**config.mk**
```make
export PLATFORM = sky130hd
export DESIGN_NAME = perf_chan
export DESIGN_NICKNAME = d
export VERILOG_FILES = /design/src/rtl/pmc_pkg.sv /design/src/rtl/pmc_evsel.sv /design/src/rtl/pmc_counter.sv /design/src/rtl/perf_chan.sv
export SDC_FILE = /design/constraint.sdc
export NUM_CORES = 1
export LEC_CHECK = 0
export BUFFER_PORTS_ARGS = -buffer_cell sky130_fd_sc_hd__buf_2
export CORE_MARGIN = 3
export CORE_UTILIZATION = 35
export DETAILED_ROUTE_END_ITERATION = 12
export PLACE_DENSITY = 0.71
export SLEW_MARGIN = 10
export SYNTH_ARGS = -nofsm -noshare
export SYNTH_HDL_FRONTEND = slang
export SYNTH_SLANG_ARGS = --single-unit
```
**constraint.sdc**
```tcl
create_clock -name clk -period 4.8 [get_ports clk]
set_input_delay 0.96 -clock clk [delete_from_list [all_inputs] [get_ports clk]]
set_output_delay 0.96 -clock clk [all_outputs]
set_load 0.01 [all_outputs]
```
**src/rtl/pmc_pkg.sv**
```systemverilog
package pmc_pkg;
  localparam int CFG_W  = 32;
  localparam int CODE_W = 12;
  localparam int PORT_W = 3;

  typedef struct packed {
    logic              dn_edge;
    logic [PORT_W-1:0] dn_port;
    logic [CODE_W-1:0] dn_code;
    logic              up_edge;
    logic [PORT_W-1:0] up_port;
    logic [CODE_W-1:0] up_code;
  } pmc_cfg_t;
endpackage

```
**src/rtl/pmc_evsel.sv**
```systemverilog
module pmc_evsel
  import pmc_pkg::*;
#(
  parameter int NUM_PORTS = 8,
  parameter int NUM_CODES = 16
) (
  input  logic                         clk,
  input  logic                         rst_n,
  input  logic [NUM_PORTS*NUM_CODES-1:0] ev_bus,
  input  logic [PORT_W-1:0]            port,
  input  logic [CODE_W-1:0]            code,
  input  logic                         edge_mode,
  input  logic                         sel_wr,
  output logic                         hit
);
  localparam int BUS_W = NUM_PORTS * NUM_CODES;
  localparam int IDX_W = (BUS_W > 1) ? $clog2(BUS_W) : 1;

  logic [31:0] idx_full;
  logic        in_range;
  logic        lvl;
  logic        hist_d, hist_q;

  always_comb begin
    in_range = (32'(port) < 32'(NUM_PORTS)) && (32'(code) < 32'(NUM_CODES));
    idx_full = 32'(port) * 32'(NUM_CODES) + 32'(code);
    lvl      = in_range ? ev_bus[idx_full[IDX_W-1:0]] : 1'b0;
    // a selection change masks the first cycle so no false edge appears
    hist_d   = sel_wr ? 1'b1 : lvl;
    hit      = edge_mode ? (lvl & ~hist_q) : lvl;
  end

  always_ff @(posedge clk or negedge rst_n) begin
    if (!rst_n) hist_q <= 1'b0;
    else        hist_q <= hist_d;
  end

  assert_edge_once_R5: assert property (@(posedge clk) disable iff (!rst_n)
    (edge_mode && hit && !sel_wr) |=> !hit);
  assert_no_edge_after_write_R5: assert property (@(posedge clk) disable iff (!rst_n)
    sel_wr |=> !(edge_mode && hit));
endmodule

```
**src/rtl/pmc_counter.sv**
```systemverilog
module pmc_counter #(
  parameter int CNT_W = 32
) (
  input  logic             clk,
  input  logic             rst_n,
  input  logic             en,
  input  logic             up,
  input  logic             dn,
  input  logic             ld,
  input  logic [CNT_W-1:0] ld_val,
  output logic [CNT_W-1:0] cnt
);
  localparam logic [CNT_W-1:0] ONE = CNT_W'(1);

  logic [CNT_W-1:0] cnt_d, cnt_q;
  logic             cnt_ce;

  always_comb begin
    cnt_ce = ld | (en & (up ^ dn));
    cnt_d  = cnt_q;
    if (ld)             cnt_d = ld_val;
    else if (en && up)  cnt_d = cnt_q + ONE;
    else if (en && dn)  cnt_d = cnt_q - ONE;
  end

  always_ff @(posedge clk or negedge rst_n) begin
    if (!rst_n)      cnt_q <= '0;
    else if (cnt_ce) cnt_q <= cnt_d;
  end

  assign cnt = cnt_q;

  assert_hold_idle_R7: assert property (@(posedge clk) disable iff (!rst_n)
    (!en && !ld) |=> (cnt == $past(cnt)));
  assert_cancel_R6: assert property (@(posedge clk) disable iff (!rst_n)
    (en && !ld && up && dn) |=> (cnt == $past(cnt)));
  assert_load_wins_R8: assert property (@(posedge clk) disable iff (!rst_n)
    ld |=> (cnt == $past(ld_val)));
  assert_unit_step_R4: assert property (@(posedge clk) disable iff (!rst_n)
    (en && !ld) |=> ((cnt == $past(cnt)) || (cnt == $past(cnt) + ONE) ||
                     (cnt == $past(cnt) - ONE)));
endmodule

```
**src/rtl/perf_chan.sv**
```systemverilog
module perf_chan
  import pmc_pkg::*;
#(
  parameter int NUM_PORTS = 8,
  parameter int NUM_CODES = 16,
  parameter int CNT_W     = 32
) (
  input  logic                           clk,
  input  logic                           rst_n,
  input  logic                           cfg_we,
  input  logic [CFG_W-1:0]               cfg_wdata,
  input  logic                           cnt_we,
  input  logic [CNT_W-1:0]               cnt_wdata,
  input  logic                           count_en,
  input  logic [NUM_PORTS*NUM_CODES-1:0] ev_bus,
  output logic [CFG_W-1:0]               cfg_rdata,
  output logic [CNT_W-1:0]               cnt_value
);
  pmc_cfg_t cfg_q, cfg_d;

  logic [PORT_W-1:0] sel_port [2];
  logic [CODE_W-1:0] sel_code [2];
  logic              sel_edge [2];
  logic              dir_hit  [2];

  always_comb begin
    cfg_d = cfg_we ? pmc_cfg_t'(cfg_wdata) : cfg_q;
  end

  always_ff @(posedge clk or negedge rst_n) begin
    if (!rst_n) cfg_q <= '0;
    else        cfg_q <= cfg_d;
  end

  always_comb begin
    sel_port[0] = cfg_q.up_port;
    sel_code[0] = cfg_q.up_code;
    sel_edge[0] = cfg_q.up_edge;
    sel_port[1] = cfg_q.dn_port;
    sel_code[1] = cfg_q.dn_code;
    sel_edge[1] = cfg_q.dn_edge;
  end

  for (genvar d = 0; d < 2; d++) begin : g_dir
    pmc_evsel #(
      .NUM_PORTS(NUM_PORTS),
      .NUM_CODES(NUM_CODES)
    ) u_sel (
      .clk       (clk),
      .rst_n     (rst_n),
      .ev_bus    (ev_bus),
      .port      (sel_port[d]),
      .code      (sel_code[d]),
      .edge_mode (sel_edge[d]),
      .sel_wr    (cfg_we),
      .hit       (dir_hit[d])
    );
  end

  pmc_counter #(.CNT_W(CNT_W)) u_cnt (
    .clk    (clk),
    .rst_n  (rst_n),
    .en     (count_en),
    .up     (dir_hit[0]),
    .dn     (dir_hit[1]),
    .ld     (cnt_we),
    .ld_val (cnt_wdata),
    .cnt    (cnt_value)
  );

  assign cfg_rdata = cfg_q;

  assert_cfg_visible_R2: assert property (@(posedge clk) disable iff (!rst_n)
    cfg_we |=> (cfg_rdata == $past(cfg_wdata)));
  assert_cfg_hold_R2: assert property (@(posedge clk) disable iff (!rst_n)
    !cfg_we |=> (cfg_rdata == $past(cfg_rdata)));
endmodule

```
* Word-level counts from Yosys, hierarchy flattened
Index checks and enable logic that the tools add are counted.
Widths: inputs -> output; s select.
** Word-level totals
- Output and inout bits :: 64
- Logic and storage cells :: 41
- Bits in registers :: 66
- Input bits :: 197
** Cells by class
- Reduce and logical (&&, ||, !) cells :: 4
- Multiplexer cells :: 13
- Magnitude comparators :: 4
- Bitwise operators :: 7
- Add/sub/neg operators :: 4
** Operators with widths (number)
- $mux 32 :: 3
- $add 32x1->32 const B :: 1
- $sub 32x1->32 const B :: 1
- $lt 12x5->1 const B :: 2
- $lt 7x8->1 const B :: 2
- $add 7x7->7 :: 2
- $bmux 1 s7 :: 2
- $mux 1 :: 8
- $and 1x1->1 :: 3
- $reduce_bool 3->1 :: 1
- $logic_and 1x1->1 :: 2
- $not 1->1 :: 2
- $reduce_and 2->1 :: 1
- $or 1x1->1 :: 1
- $xor 1x1->1 :: 1

* Depth between registers and ports, before layout
- Depth after elaboration :: 10
- Depth in mapped cells :: 23
- Depth with buffers taken out :: 22

* Modules after synthesis
From an unflattened synthesis, not the netlist that was laid out.
** Second synthesis, totals
- Cells, all modules :: 736
- Area, all modules :: 7292.0 um^2
** Modules (own cells, without submodules)
- pmc_counter :: area an instance 3308.2 um^2, instances 1, cells each 410, seq. area each 800.8 um^2
- perf_chan :: area an instance 1345.0 um^2, instances 1, cells each 68, seq. area each 800.8 um^2
- pmc_evsel (g_dir[1].u_sel) :: area an instance 1331.3 um^2, instances 1, cells each 142, seq. area each 25.0 um^2
- pmc_evsel (g_dir[0].u_sel) :: area an instance 1307.5 um^2, instances 1, cells each 116, seq. area each 25.0 um^2

* Worst setup path before layout
No wires, ideal clock.
- Path kind :: in2reg
- From :: input ev_bus[127]
- To :: register u_cnt.cnt_q[31], in the netlist u_cnt.cnt[31]
- Data required time :: 4.668 ns
- Slack :: -0.759 ns
- Stages on the path :: 19
- Arrival :: 5.427 ns
- Path buffers :: 0
- Setup time :: 0.132 ns
- Path through :: mux4_2 > a22oi_1 > a21oi_1 > or3_1 > o311a_1 > o211ai_2 > nor2_1 > nand2_1 > ha_1 > a21o_1 > or3_1 > or3_1 > o21a_1 > a2111o_1 > a41oi_1 > nor2b_1 > a22oi_1 > xor2_1 > o21ai_1
** On the way
- Cells in the longest elaborated chain, start to end :: 9
- Elaborated cells between the ends (all ways) :: 19
- Classes of those cells :: mux (10); bitwise (5); reduce/logical (4)
** Ends and longest elaborated chain
- start, declared :: RTL line perf_chan.sv:15 : input logic [NUM_PORTS*NUM_CODES-1:0] ev_bus,
- $bmux 1 s7 :: RTL line pmc_evsel.sv:27 : lvl = in_range ? ev_bus[idx_full[IDX_W-1:0]] : 1'b0;
- $mux 1 (implied by the code) :: RTL line pmc_evsel.sv:27
- $mux 1 :: RTL line pmc_evsel.sv:27
- $and 1x1->1 :: RTL line pmc_evsel.sv:30 : hit = edge_mode ? (lvl & ~hist_q) : lvl;
- $mux 1 :: RTL line pmc_evsel.sv:30
- $xor 1x1->1 :: RTL line pmc_counter.sv:19 : cnt_ce = ld | (en & (up ^ dn));
- $and 1x1->1 :: RTL line pmc_counter.sv:19
- $or 1x1->1 :: RTL line pmc_counter.sv:19
- $reduce_and 2->1 (no line)
- end signal, assigned :: RTL line pmc_counter.sv:28 : else if (cnt_ce) cnt_q <= cnt_d;
- end, declared :: RTL line pmc_counter.sv:15 : logic [CNT_W-1:0] cnt_d, cnt_q;
Several ways; a longest one is shown, not always the timed one. The select of a mux whose other input is x is not followed.
A chain may end at the register's enable or synchronous reset.

* Worst setup path in the final report
- From :: input ev_bus[119]
- To :: register u_cnt.cnt_q[31], in the netlist u_cnt.cnt[31]
The elaborated chain is that of the path after synthesis.

==> metrics.cfg <==
[floorplanning]
rows=49
die-area_um2=20300
initial_core_util=0.360
core_area_um2=18100
io_pins=261
dieWidth_um=142
die_h_um=142

[timing]
rsz0062_at_grt=yes
fin_crit_ns=4.90
fmax_ghz=0.204
whs_ns=0.539
hold_viol=0
setup_slack_ns=-0.0984
slew_headroom=0.320
tightest_slew_ns=1.02
finalSetupViolations=3
drv_slew=0
fin_setup_tns_ns=-0.160
period_share=1.02
finClkSkew_ns=0.00492

[layout]
regArea_um2=1650
layout_common_cells=255 x buf_2, 89 x buf_4, 65 x mux4_2, 64 x dfrtp_1, 48 x nand2_1
multi_input_area_um2=4870
area_growth_syn_to_layout_pct=43.4
drive_above_1_share=0.553
nFillCells=1653
mostFrequentLayoutCell=buf_2
final_nets=1175
instances_no_fill=1176
fin_util=0.515
final_area_um2=9320

[cts]
cts.reportedPaths.clkPinSlew_ns=0.06
clock_sinks=66
cts_root_buf=clkbuf_16
h-tree-depth=3
clk_path_buf_depth=2
cts_made_buffers=9
cts_tree=yes
clkLatencyLatePin_ns=0.33

[logic_synthesis]
avgSynthCellArea_um2=10.7
yosysTopAreaCellShare=0.254
async_flop_share=1.00
syn_nets=842
synth_cells=609
synth.yosys.warnings=0
yosys.area.top_type=dfrtp_1
ys_seq_area_frac=0.254
ys_types=59
ys_ff_latch=66
synthesis.area_um2=6500
synth.area.top_cells=dfrtp_1 25%, mux4_2 23%, ha_1 6.3%
synth_edf_count=0
synthFlopType=dfrtp_1

[critical_path]
reg2reg_to=u_cnt.cnt[31]$_DFFE_PN0P_
critPathKind=input port to flip-flop
slowest_delay_ns=0.50
critPathSlowestCell=mux4_2
critPathMaxFanout=6
crit_path_end_kind=flip-flop
critical-path-top-delay-family=compound AO/OA/AOI/OAI gates
reg2reg_depth=20
cp-start-kind=input port
rrSetupSlack_ns=-0.02
critPathMostFrequentCell=or3_1
path_buf_inv=1
cp.required_ns=5.00
worstPathArrival_ns=5.10
rr_startpoint=cfg_rdata[0]$_DFFE_PN0P_
worstPathCellList=buf_2 > mux4_2 > a22oi_2 > a21oi_1 > or3_1 > o311a_1 > o211ai_2 > nor2_4 > nand2_4 > ha_4 > a21o_1 > or3_1 > or3_1 > o21a_2 > a2111o_1 > a41oi_2 > nor2b_1 > a22oi_2 > xor2_1 > o21ai_1

[placement]
dp_slack_ns=-0.559
post_dp_cell_area_um2=8650
placed_cells=1151
io_buffers=260
dp_hpwl_mm=17.9
gp_routability_congestion=0.942

[power]
p_leak_nw=4.34
power_mw=2.52
power.density_nw_per_um2=270
ir_drop_uv=175

[global_routing]
grt_use_total=0.217
grt_pass1_wl_mm=34.8
grt_pass1_vias=6713
grt_max_degree=53
grt_antenna_before_repair=1
overflow=0

[worst_hold_path]
hold_path.class=flip-flop to flip-flop
worstHoldStart=cfg_rdata[8]$_DFFE_PN0P_
hold_end=cfg_rdata[8]$_DFFE_PN0P_
hold_depth=1

[detailed_routing]
drt_iter0_markers=404
via_per_inst=5.61
wl_per_cell_um=19.3
via_count=6595
finalWirelength_mm=22.7
firstDrtPassIters=5
drcViolationCount=0
ant_nets=0

[job]
maxCapViolCount=0

[status]
status=finished, violations left
violations=negative setup slack

state kept, by name, indices dropped and copies added (netlist names):
name / count
cfg_rdata: 32
u_cnt.cnt: 32
g_dir.u_sel.hist_q: 2
power breakdown:
part / internal [mW] / switching (mW)
Clock: 0.481 / 0.242
Combinational: 0.581 / 0.537
Sequential: 0.610 / 0.0686
logic make-up after synthesis:
kind of cell | synth area share
xor gates and xnor gates | 0.0418
buffers and inverters | 0.0448
AOI/OAI and AO/OA | 0.171
DFF | 0.254
adders and majority gates | 0.0727
and+or+nand+nor | 0.0983
muxes | 0.317
layout make-up:
type	count	area share
diodes	1	0.000268
clock buffers	13	0.0279
clock inverters	2	0.00644
inverters	13	0.00550
multi-input cells	495	0.522
flip-flops and latches	66	0.177
well taps	229	0.0307
repair buffers	357	0.229
cells in the mapped netlist (3+ instances only):
| cell | n |
|---|---|
| o21ai_1 | 21 |
| o21a_1 | 5 |
| nor3_1 | 9 |
| or3_1 | 5 |
| nor4_1 | 4 |
| xnor2_1 | 21 |
| o211ai_1 | 6 |
| dfrtp_1 | 66 |
| clkbuf_1 | 16 |
| and2_1 | 9 |
| mux2_2 | 30 |
| buf_2 | 4 |
| fa_1 | 3 |
| o21bai_1 | 3 |
| nor2b_1 | 8 |
| mux2i_1 | 26 |
| nand3_1 | 11 |
| inv_1 | 13 |
| a21oi_1 | 46 |
| xor2_1 | 10 |
| ha_1 | 33 |
| mux4_2 | 65 |
| buf_6 | 7 |
| nor2_1 | 30 |
| o21ai_0 | 14 |
| a21o_1 | 14 |
| a22oi_1 | 33 |
| a211oi_1 | 4 |
| buf_4 | 5 |
| nand2_1 | 51 |
what timing repair did:
item                       4_1_cts  5_1_grt
setup endpoints to repair        7       17
resized for setup               10       50
hold buffers                     0        0
gates cloned                     1        0
buffers inserted                 0        8
pin swaps                        7       33
per-layer routing:
metal | vias up | global-route usage | part of all wire
met1 | 3167 | 0.278 | 0.40
li1 | 3060 | - | -
met3 | 51 | 0.0360 | 0.080
met4 | 0 | 0.0880 | 0.029
met2 | 317 | 0.367 | 0.49
met5 | - | 0 | 0
how the worst max path moves through the flow:
stage | start | to | depth (start not counted)
2_1_floorplan | ev_bus[127] | u_cnt.cnt[31]$_DFFE_PN0P_ | 19
3_3_place_gp | ev_bus[127] | u_cnt.cnt[31]$_DFFE_PN0P_ | 21
3_5_place_dp | ev_bus[127] | u_cnt.cnt[31]$_DFFE_PN0P_ | 20
4_1_cts | ev_bus[127] | u_cnt.cnt[31]$_DFFE_PN0P_ | 20
5_1_grt | ev_bus[127] | u_cnt.cnt[31]$_DFFE_PN0P_ | 20
6_report | ev_bus[119] | u_cnt.cnt[31]$_DFFE_PN0P_ | 20
Power figures use the tool's default switching activity.
